**src/rtl/fc_pkg.sv**
```systemverilog
package fc_pkg;

    typedef enum logic [2:0] {
        FC_NONE   = 3'd0,
        FC_HW     = 3'd1,
        FC_SW     = 3'd2,
        FC_MD_RX  = 3'd3,
        FC_MD_ALL = 3'd4
    } fc_mode_e;

    typedef enum logic [2:0] {
        RC_DATA,
        RC_RESUME,
        RC_PAUSE,
        RC_ADDR_ON,
        RC_ADDR_OFF,
        RC_ADDR_MISS
    } rx_class_e;

    function automatic fc_mode_e fc_decode_mode(input logic [2:0] code);
        fc_mode_e m;
        case (code)
            3'd1:    m = FC_HW;
            3'd2:    m = FC_SW;
            3'd3:    m = FC_MD_RX;
            3'd4:    m = FC_MD_ALL;
            default: m = FC_NONE;
        endcase
        return m;
    endfunction

    function automatic logic fc_is_multidrop(input fc_mode_e m);
        return (m == FC_MD_RX) || (m == FC_MD_ALL);
    endfunction

endpackage

```
**src/rtl/fc_rx_classify.sv**
```systemverilog
module fc_rx_classify
    import fc_pkg::*;
#(
    parameter int unsigned CHAR_W = 8
) (
    input  fc_mode_e          mode,
    input  logic [CHAR_W-1:0] start_char,
    input  logic [CHAR_W-1:0] stop_char,
    input  logic [CHAR_W:0]   rx_data,
    input  logic              rx_nine,
    output rx_class_e         cls
);
    logic [CHAR_W-1:0] low_bits;
    logic              is_addr;
    logic              hit_start;
    logic              hit_stop;

    assign low_bits  = rx_data[CHAR_W-1:0];
    assign is_addr   = rx_nine && rx_data[CHAR_W];
    assign hit_start = (low_bits == start_char);
    assign hit_stop  = (low_bits == stop_char);

    always_comb begin
        cls = RC_DATA;
        case (mode)
            FC_SW: begin
                if (hit_stop)       cls = RC_PAUSE;
                else if (hit_start) cls = RC_RESUME;
            end
            FC_MD_RX, FC_MD_ALL: begin
                if (is_addr) begin
                    if (hit_stop)       cls = RC_ADDR_OFF;
                    else if (hit_start) cls = RC_ADDR_ON;
                    else                cls = RC_ADDR_MISS;
                end
            end
            default: cls = RC_DATA;
        endcase
    end
endmodule

```
**src/rtl/fc_link_state.sv**
```systemverilog
module fc_link_state
    import fc_pkg::*;
(
    input  logic      clk,
    input  logic      rst,
    input  fc_mode_e  mode,
    input  logic      rx_valid,
    input  rx_class_e cls,
    output logic      paused_q,
    output logic      link_q,
    output logic      paused_d,
    output logic      link_d
);
    always_comb begin
        paused_d = paused_q;
        if (mode != FC_SW) begin
            paused_d = 1'b0;
        end else if (rx_valid) begin
            if (cls == RC_PAUSE)       paused_d = 1'b1;
            else if (cls == RC_RESUME) paused_d = 1'b0;
        end
    end

    always_comb begin
        link_d = link_q;
        if (!fc_is_multidrop(mode)) begin
            link_d = 1'b0;
        end else if (rx_valid) begin
            if (cls == RC_ADDR_OFF)      link_d = 1'b0;
            else if (cls == RC_ADDR_ON)  link_d = 1'b1;
        end
    end

    always_ff @(posedge clk) begin
        if (rst) begin
            paused_q <= 1'b0;
            link_q   <= 1'b0;
        end else begin
            paused_q <= paused_d;
            link_q   <= link_d;
        end
    end

    // leaving the software mode drops the pause
    a_r8_pause_cleared: assert property (@(posedge clk) disable iff (rst)
        (mode != FC_SW) |=> !paused_q);

    // leaving the multidrop modes closes the link
    a_r8_link_closed: assert property (@(posedge clk) disable iff (rst)
        !fc_is_multidrop(mode) |=> !link_q);
endmodule

```
**src/rtl/fc_tx_gate.sv**
```systemverilog
module fc_tx_gate
    import fc_pkg::*;
(
    input  logic     clk,
    input  logic     rst,
    input  fc_mode_e mode,
    input  logic     cts,
    input  logic     tx_busy,
    input  logic     paused_d,
    input  logic     link_d,
    output logic     tx_allow
);
    logic permit_d;
    logic permit_q;

    always_comb begin
        case (mode)
            FC_HW:     permit_d = cts;
            FC_SW:     permit_d = !paused_d;
            FC_MD_ALL: permit_d = link_d;
            default:   permit_d = 1'b1;
        endcase
    end

    always_ff @(posedge clk) begin
        if (rst)           permit_q <= 1'b1;
        else if (!tx_busy) permit_q <= permit_d;
    end

    assign tx_allow = permit_q;

    // no change while a character is on the wire
    a_r7_hold_while_busy: assert property (@(posedge clk) disable iff (rst)
        tx_busy |=> $stable(tx_allow));

    // open policies always permit once idle
    a_r2_open_policy: assert property (@(posedge clk) disable iff (rst)
        ((mode == FC_NONE) || (mode == FC_MD_RX)) && !tx_busy |=> tx_allow);

    // clear-to-send passes through with one edge
    a_r3_cts_follow: assert property (@(posedge clk) disable iff (rst)
        (mode == FC_HW) && !tx_busy |=> (tx_allow == $past(cts)));
endmodule

```
**src/rtl/fc_flow_gate.sv**
```systemverilog
module fc_flow_gate
    import fc_pkg::*;
#(
    parameter int unsigned CHAR_W = 8,
    localparam int unsigned WORD_W = CHAR_W + 1
) (
    input  logic              clk,
    input  logic              rst,
    input  logic [2:0]        mode_i,
    input  logic [CHAR_W-1:0] start_char_i,
    input  logic [CHAR_W-1:0] stop_char_i,
    input  logic              rx_valid_i,
    input  logic [WORD_W-1:0] rx_data_i,
    input  logic              rx_nine_i,
    input  logic              cts_i,
    input  logic              tx_busy_i,
    output logic              tx_allow_o,
    output logic              rx_valid_o,
    output logic [WORD_W-1:0] rx_data_o
);
    fc_mode_e  mode;
    rx_class_e cls;
    logic      paused_q, link_q, paused_d, link_d;
    logic      forward;

    assign mode = fc_decode_mode(mode_i);

    fc_rx_classify #(.CHAR_W(CHAR_W)) classify_i (
        .mode       (mode),
        .start_char (start_char_i),
        .stop_char  (stop_char_i),
        .rx_data    (rx_data_i),
        .rx_nine    (rx_nine_i),
        .cls        (cls)
    );

    fc_link_state state_i (
        .clk      (clk),
        .rst      (rst),
        .mode     (mode),
        .rx_valid (rx_valid_i),
        .cls      (cls),
        .paused_q (paused_q),
        .link_q   (link_q),
        .paused_d (paused_d),
        .link_d   (link_d)
    );

    fc_tx_gate gate_i (
        .clk      (clk),
        .rst      (rst),
        .mode     (mode),
        .cts      (cts_i),
        .tx_busy  (tx_busy_i),
        .paused_d (paused_d),
        .link_d   (link_d),
        .tx_allow (tx_allow_o)
    );

    assign forward = (cls == RC_DATA) && (!fc_is_multidrop(mode) || link_q);

    always_ff @(posedge clk) begin
        if (rst) begin
            rx_valid_o <= 1'b0;
            rx_data_o  <= '0;
        end else begin
            rx_valid_o <= rx_valid_i && forward;
            if (rx_valid_i && forward) rx_data_o <= rx_data_i;
        end
    end

    // reset leaves the transmitter free and nothing forwarded
    a_r1_reset_state: assert property (@(posedge clk)
        rst |=> (tx_allow_o && !rx_valid_o));

    // address words never reach the receive path
    a_r5_addr_dropped: assert property (@(posedge clk) disable iff (rst)
        rx_valid_i && fc_is_multidrop(mode) && rx_nine_i && rx_data_i[CHAR_W]
        |=> !rx_valid_o);

    // pause and resume codes are consumed
    a_r4_ctrl_consumed: assert property (@(posedge clk) disable iff (rst)
        rx_valid_i && (mode == FC_SW) &&
        ((rx_data_i[CHAR_W-1:0] == start_char_i) || (rx_data_i[CHAR_W-1:0] == stop_char_i))
        |=> !rx_valid_o);

    // forwarded word is the accepted one
    a_r9_data_intact: assert property (@(posedge clk) disable iff (rst)
        rx_valid_i && !(mode == FC_SW) && !fc_is_multidrop(mode)
        |=> (rx_valid_o && rx_data_o == $past(rx_data_i)));
endmodule

```
**config.mk**
```make
export PLATFORM = sky130hd
export DESIGN_NAME = fc_flow_gate
export DESIGN_NICKNAME = d
export VERILOG_FILES = /design/src/rtl/fc_pkg.sv /design/src/rtl/fc_rx_classify.sv /design/src/rtl/fc_link_state.sv /design/src/rtl/fc_tx_gate.sv /design/src/rtl/fc_flow_gate.sv
export SDC_FILE = /design/constraint.sdc
export NUM_CORES = 1
export LEC_CHECK = 0
export CAP_MARGIN = 0
export CORE_ASPECT_RATIO = 1.75
export CORE_MARGIN = 2
export CORE_UTILIZATION = 30
export DETAILED_ROUTE_END_ITERATION = 10
export PLACE_DENSITY = 0.66
export REMOVE_ABC_BUFFERS = 1
export SETUP_SLACK_MARGIN = 0.2
export SYNTH_ARGS = -nofsm -noshare
export SYNTH_HDL_FRONTEND = slang
export SYNTH_SLANG_ARGS = --single-unit
```
**constraint.sdc**
```tcl
create_clock -name clk -period 1.3 [get_ports clk]
set_input_delay 0.26 -clock clk [delete_from_list [all_inputs] [get_ports clk]]
set_output_delay 0.26 -clock clk [all_outputs]
set_load 0.005 [all_outputs]
```
# ---- Word level (Yosys, flattened, before mapping)
# Cells that the tools add are included.
dict set report totals {
  elab_cells 45
  register_bits 13
}
dict set report op_classes {
  eq_ne 15
  reduce_logical 9
  n_mux 16
}
# operator count
set op_table {}
lappend op_table {{3-bit by 2-bit equality test with 1-bit output (second input constant)} 6}
lappend op_table {{8-bit equality test} 2}
lappend op_table {{3-bit two-way mux} 4}
lappend op_table {{3-bit one-hot mux with 4 select lines} 1}
lappend op_table {{3-bit by 1-bit equality test with 1-bit output (second input constant)} 3}
lappend op_table {{3-bit equality test (second input constant)} 3}
lappend op_table {{1-bit two-way mux} 9}
lappend op_table {{3-bit one-hot mux with 2 select lines} 1}
lappend op_table {{1-bit logical AND} 3}
lappend op_table {{3-bit logical NOT} 1}
lappend op_table {{3-bit by 2-bit != test with 1-bit output (second input constant)} 1}
lappend op_table {{1-bit one-hot mux with 3 select lines} 1}
lappend op_table {{1-bit logical NOT} 2}
lappend op_table {{1-bit logical OR} 2}
lappend op_table {{2-bit OR reduction} 1}

# ---- Longest topological paths before layout
dict set report depth {
  ltp_word 12
  ltp_mapped 7
}

# ---- Cells and area by module
# Synthesis repeated with hierarchy kept, for this count alone.
dict set report unflattened {
  cells_unflattened 105
  hier_area_um2 985.9
}
# module area_each_um2 n_inst cells_each seq_area_each_um2
set modules_own_cells {}
lappend modules_own_cells {fc_flow_gate 499.2 1 48 200.2}
lappend modules_own_cells {fc_rx_classify 256.5 1 32 0.0}
lappend modules_own_cells {fc_link_state 155.1 1 19 40.0}
lappend modules_own_cells {fc_tx_gate 75.1 1 6 20.0}

# ---- Worst setup path before layout
# No wires, ideal clock.
dict set report synth_timing {
  kind {input port to flip-flop}
  startpoint {input rx_data_i[2]}
  endpoint {register rx_data_o[0]}
  n_path_buf 1
  t_arrival_ps 1285
  cell_stages 7
  slack_ps -117
  setup_time_ps 132
  cell_sequence {xor2_1 > nor4_4 > nand2_2 > a21o_1 > buf_2 > nand3_1 > a21oi_1}
}
dict set report synth_between {
  elab_chain_len 8
  elab_cells_between_ends 11
  cone_classes {eq/ne (2); mux (6); reduce/logical (3)}
}
# item line
set synth_lines {}
lappend synth_lines {{from (decl)} fc_flow_gate.sv:13} ;# input logic [WORD_W-1:0] rx_data_i,
lappend synth_lines {{8-bit equality test} fc_rx_classify.sv:20} ;# assign hit_start = (low_bits == start_char);
lappend synth_lines {{3-bit two-way mux} fc_rx_classify.sv:33} ;# else if (hit_start) cls = RC_ADDR_ON;
lappend synth_lines {{3-bit two-way mux} fc_rx_classify.sv:32} ;# if (hit_stop) cls = RC_ADDR_OFF;
lappend synth_lines {{3-bit two-way mux} fc_rx_classify.sv:31} ;# if (is_addr) begin
lappend synth_lines {{3-bit one-hot mux with 2 select lines (*)} fc_rx_classify.sv:25} ;# case (mode)
lappend synth_lines {{3-bit logical NOT (*)} fc_flow_gate.sv:60} ;# assign forward = (cls == RC_DATA) && (!fc_is_multidrop(mode) || link_q);
lappend synth_lines {{1-bit logical AND (*)} fc_flow_gate.sv:60}
lappend synth_lines {{1-bit logical AND (*)} fc_flow_gate.sv:68} ;# if (rx_valid_i && forward) rx_data_o <= rx_data_i;
lappend synth_lines {{to (signal assigned)} fc_flow_gate.sv:68}
lappend synth_lines {{to (decl)} fc_flow_gate.sv:19} ;# output logic [WORD_W-1:0] rx_data_o
# Every way passes the cells marked *; elsewhere a longest branch is shown, timed or not.
# A chain may end at the register's enable or synchronous reset.

# ---- Worst setup path in the final report
dict set report layout_timing {
  startpoint {input start_char_i[5]}
  endpoint {register gate_i.permit_q, in the netlist gate_i.tx_allow}
}
dict set report layout_between {
  elab_chain_len 12
  elab_cells_between_ends 21
  cone_classes {eq/ne (5); mux (15); reduce/logical (1)}
}
# item line
set layout_lines {}
lappend layout_lines {{from (decl)} fc_flow_gate.sv:10} ;# input logic [CHAR_W-1:0] start_char_i,
lappend layout_lines {{8-bit equality test (*)} fc_rx_classify.sv:20}
lappend layout_lines {{3-bit two-way mux} fc_rx_classify.sv:33}
lappend layout_lines {{3-bit two-way mux} fc_rx_classify.sv:32}
lappend layout_lines {{3-bit two-way mux} fc_rx_classify.sv:31}
lappend layout_lines {{3-bit one-hot mux with 2 select lines (*)} fc_rx_classify.sv:25}
lappend layout_lines {{3-bit by 1-bit equality test with 1-bit output} fc_link_state.sv:20} ;# else if (cls == RC_RESUME) paused_d = 1'b0;
lappend layout_lines {{1-bit two-way mux} fc_link_state.sv:20}
lappend layout_lines {{1-bit two-way mux} fc_link_state.sv:19} ;# if (cls == RC_PAUSE) paused_d = 1'b1;
lappend layout_lines {{1-bit two-way mux} fc_link_state.sv:18} ;# end else if (rx_valid) begin
lappend layout_lines {{1-bit two-way mux} fc_link_state.sv:16} ;# if (mode != FC_SW) begin
lappend layout_lines {{1-bit logical NOT} fc_tx_gate.sv:19} ;# FC_SW: permit_d = !paused_d;
lappend layout_lines {{1-bit one-hot mux with 3 select lines (*)} fc_tx_gate.sv:17} ;# case (mode)
lappend layout_lines {{to (signal assigned)} fc_tx_gate.sv:27} ;# else if (!tx_busy) permit_q <= permit_d;
lappend layout_lines {{to (decl)} fc_tx_gate.sv:14} ;# logic permit_q;
# Marks and branches as above.

==> parameters.txt <==
Parameter                              Value

Run status
  Outcome    finished with violations
  Violations in the final reports    setup timing

Synthesis
  Number of storage elements in the synthesis netlist    13
  Syn Inst Count    89
  Distinct cell type count after synthesis    28
  Mean instance size in the synthesized netlist    9.29 um^2
  Sequential area share after synthesis    0.315
  Number of warnings issued by yosys    0
  Cell Area, Synth    827 um^2

Clock tree
  Clock tree from TritonCTS    yes
  Clock sink count    13
  Buffer cell driving the clock tree root    clkbuf_8
  Bufs on Longest Clock Path    2
  Number of buffers created by CTS    3
  Clock-pin transition on the worst setup and hold timing paths    0.06 ns
  Maximum level of the CTS H-tree    1
  Clk Latency, worst-skew pair    0.25 ns

Routing
  Antenna viol nets, final    0
  Count of TritonRoute iterations in the first routing pass    4
  Total Routed Length    3530 um
  Routed len/inst    18.1 um
  DRC violation count after routing    0
  Detail-routed via count per cell    5.26
  Via count of the routed design    1026
  Iter 0 DRT Violations    16

Timing
  Setup clock skew after layout    0.00236 ns
  Setup WS post-layout    -0.204 ns
  Highest attainable clock frequency    0.665 GHz
  Tcrit/Tclk final    1.16
  Endpoints failing setup    13
  Final Hold Viols    0
  RSZ-0062 raised after global routing    yes
  Setup_tns    -1.86 ns
  Tightest slew margin relative to the limit    0.769
  Pins over their slew limit    0
  Minimum clock period after layout    1.50 ns
  Slew at the pin closest to its max-slew limit    0.345 ns
  Post-route worst hold slack    0.295 ns

Setup path
  FF-to-FF setup slack    0.06 ns
  Family with the most delay on the worst path    simple AND/OR/NAND/NOR gates
  Critical path type    in2reg
  Maximum fanout along the worst path    5
  Cell with the biggest individual delay on the critical path    nor4_4
  CP peak stage delay    0.39 ns
  Worst path required time    1.45 ns
  Endpoint arrival time on the critical path    1.66 ns
  Setup crit end kind    register
  Setup crit start kind    input port
  Ordered cell list for the critical path    buf_8, xor2_4, nor4_4, nand2_4, o21ai_4, a21oi_2, o41ai_2
  Number of buffer and inverter stages on the critical path    1

Global route
  Global-route wire length before repair    5200 um
  Number of global-route vias before repair    1078
  Largest net degree at the start of global routing    10
  Antenna violations before repair    0
  Leftover overflow at the end of global routing    0
  Total global routing track utilization    0.220

Power and ir drop
  Static leakage    0.791 nW
  Worst IR drop on VDD    0.549 mV
  Power density over the cells    647 nW/um^2

Floorplan
  Effective utilization at floorplan    0.311
  Row count    25
  Number of top-level pins    45
  DIE HEIGHT    73.5 um
  Core Area    2660 um^2
  Die area    3210 um^2
  Die outline width    43.7 um

Placed design
  DP HPWL    2150 um
  Last weighted congestion value of the routability-driven placer    0.887
  Post-placement setup slack    -0.783 ns
  Port Buffer Count    44
  Number of cells in the design after placement    170

Final layout
  Layout cell share with drive strength beyond 1    0.738
  Final non-filler cell total    195
  Leading cell types in the layout, fill and taps excluded    buf_4 (24), buf_6 (13), xor2_4 (8), xor2_2 (8), dfxtp_1 (8)
  Diodes inserted    0
  Syn-to-layout area delta    143%
  Final nets    203
  Most common cell after layout, fill and taps aside    buf_4

Flow run
  Maxcap violations    0

Worst hold path
  Class of the tightest hold or removal check    in2reg
cells by family after synthesis:
| logic type | share of synthesized area |
|---|---|
| compound gates | 0.218 |
| xor+xnor | 0.169 |
| buf+inv | 0.0166 |
| flops | 0.315 |
| simple gates | 0.281 |
cells in the mapped netlist (all sizes together):
library cell | n | share of area
a21o | 1 | 0.0091
a21oi | 13 | 0.10
a31oi | 1 | 0.0076
and2b | 1 | 0.0091
and3 | 2 | 0.015
buf | 2 | 0.012
clkbuf | 1 | 0.0045
dfxtp | 13 | 0.31
nand2 | 3 | 0.020
nand3 | 9 | 0.054
nor2 | 2 | 0.0091
nor2b | 1 | 0.0076
nor3 | 1 | 0.0060
nor3b | 2 | 0.024
nor4 | 5 | 0.11
o21a | 1 | 0.0091
o21ai | 11 | 0.071
o41ai | 1 | 0.020
or2 | 2 | 0.015
or3b | 1 | 0.011
xor2 | 16 | 0.17
layer usage:
layer	vias up	GRT usage	wire (um)	share of wire
met3	9	0.0541	121	0.034
met5	-	0	0	0
met4	0	0.0943	96	0.027
met2	31	0.417	2110	0.60
met1	513	0.215	1210	0.34
li1	473	-	-	-
path summary, 6_finish.rpt:
path / from / end / cells past startpoint
max: start_char_i[5] / gate_i.tx_allow$_SDFFE_PP1N_ / 7
max reg2reg: state_i.link_q$_SDFF_PP0_ / rx_data_o[2]$_SDFFE_PP0P_ / 5
min reg2reg: rx_data_o[6]$_SDFFE_PP0P_ / rx_data_o[6]$_SDFFE_PP0P_ / 2
min: rx_data_i[5] / rx_data_o[5]$_SDFFE_PP0P_ / 3
power breakdown:
group | internal, mW | total (mW) | switching, mW
logic | 0.269 | 0.501 | 0.231
registers | 0.422 | 0.434 | 0.0122
clock network | 0.217 | 0.368 | 0.151
total | 0.908 | 1.30 | 0.395
through the flow:
step	instance area, um^2	total power, mW	util
finish	2010	1.30	0.757
global route	2010	1.35	0.757
CTS	1710	1.20	0.645
detailed placement	1390	0.784	0.521
global placement	1390	0.778	0.521
floorplan	813	0.566	-
sequential cells by signal, summed over array words and instances (netlist names):
register and flops:
rx_data_o 9, gate_i.tx_allow 1, rx_valid_o 1, state_i.link_q 1
state_i.paused_q 1
worst reg2reg max path, delay by kind of cell (launching register included):
| kind | cells | cell delay (ns) |
|---|---|---|
| compound gates | 2 | 0.21 |
| simple gates | 2 | 0.37 |
| flops | 1 | 0.42 |
| buf+inv | 1 | 0.14 |
cell type report:
class                      count  area [um^2]
clock buffer                   4         45.0
fill                         161          646
multi-input combinational     76          992
sequential                    13          267
tap                           27         33.8
timing repair buffer          75          676
repair_timing:
action | 4_1_cts | 5_1_grt
resized for setup | 150 | 74
endpoints found under the setup margin | 24 | 18
gates cloned | 3 | 1
hold buffers | 0 | 0
pin swaps | 45 | 31
setup buffers | 9 | 8
Note: power is estimated with default switching activity, not from simulation.
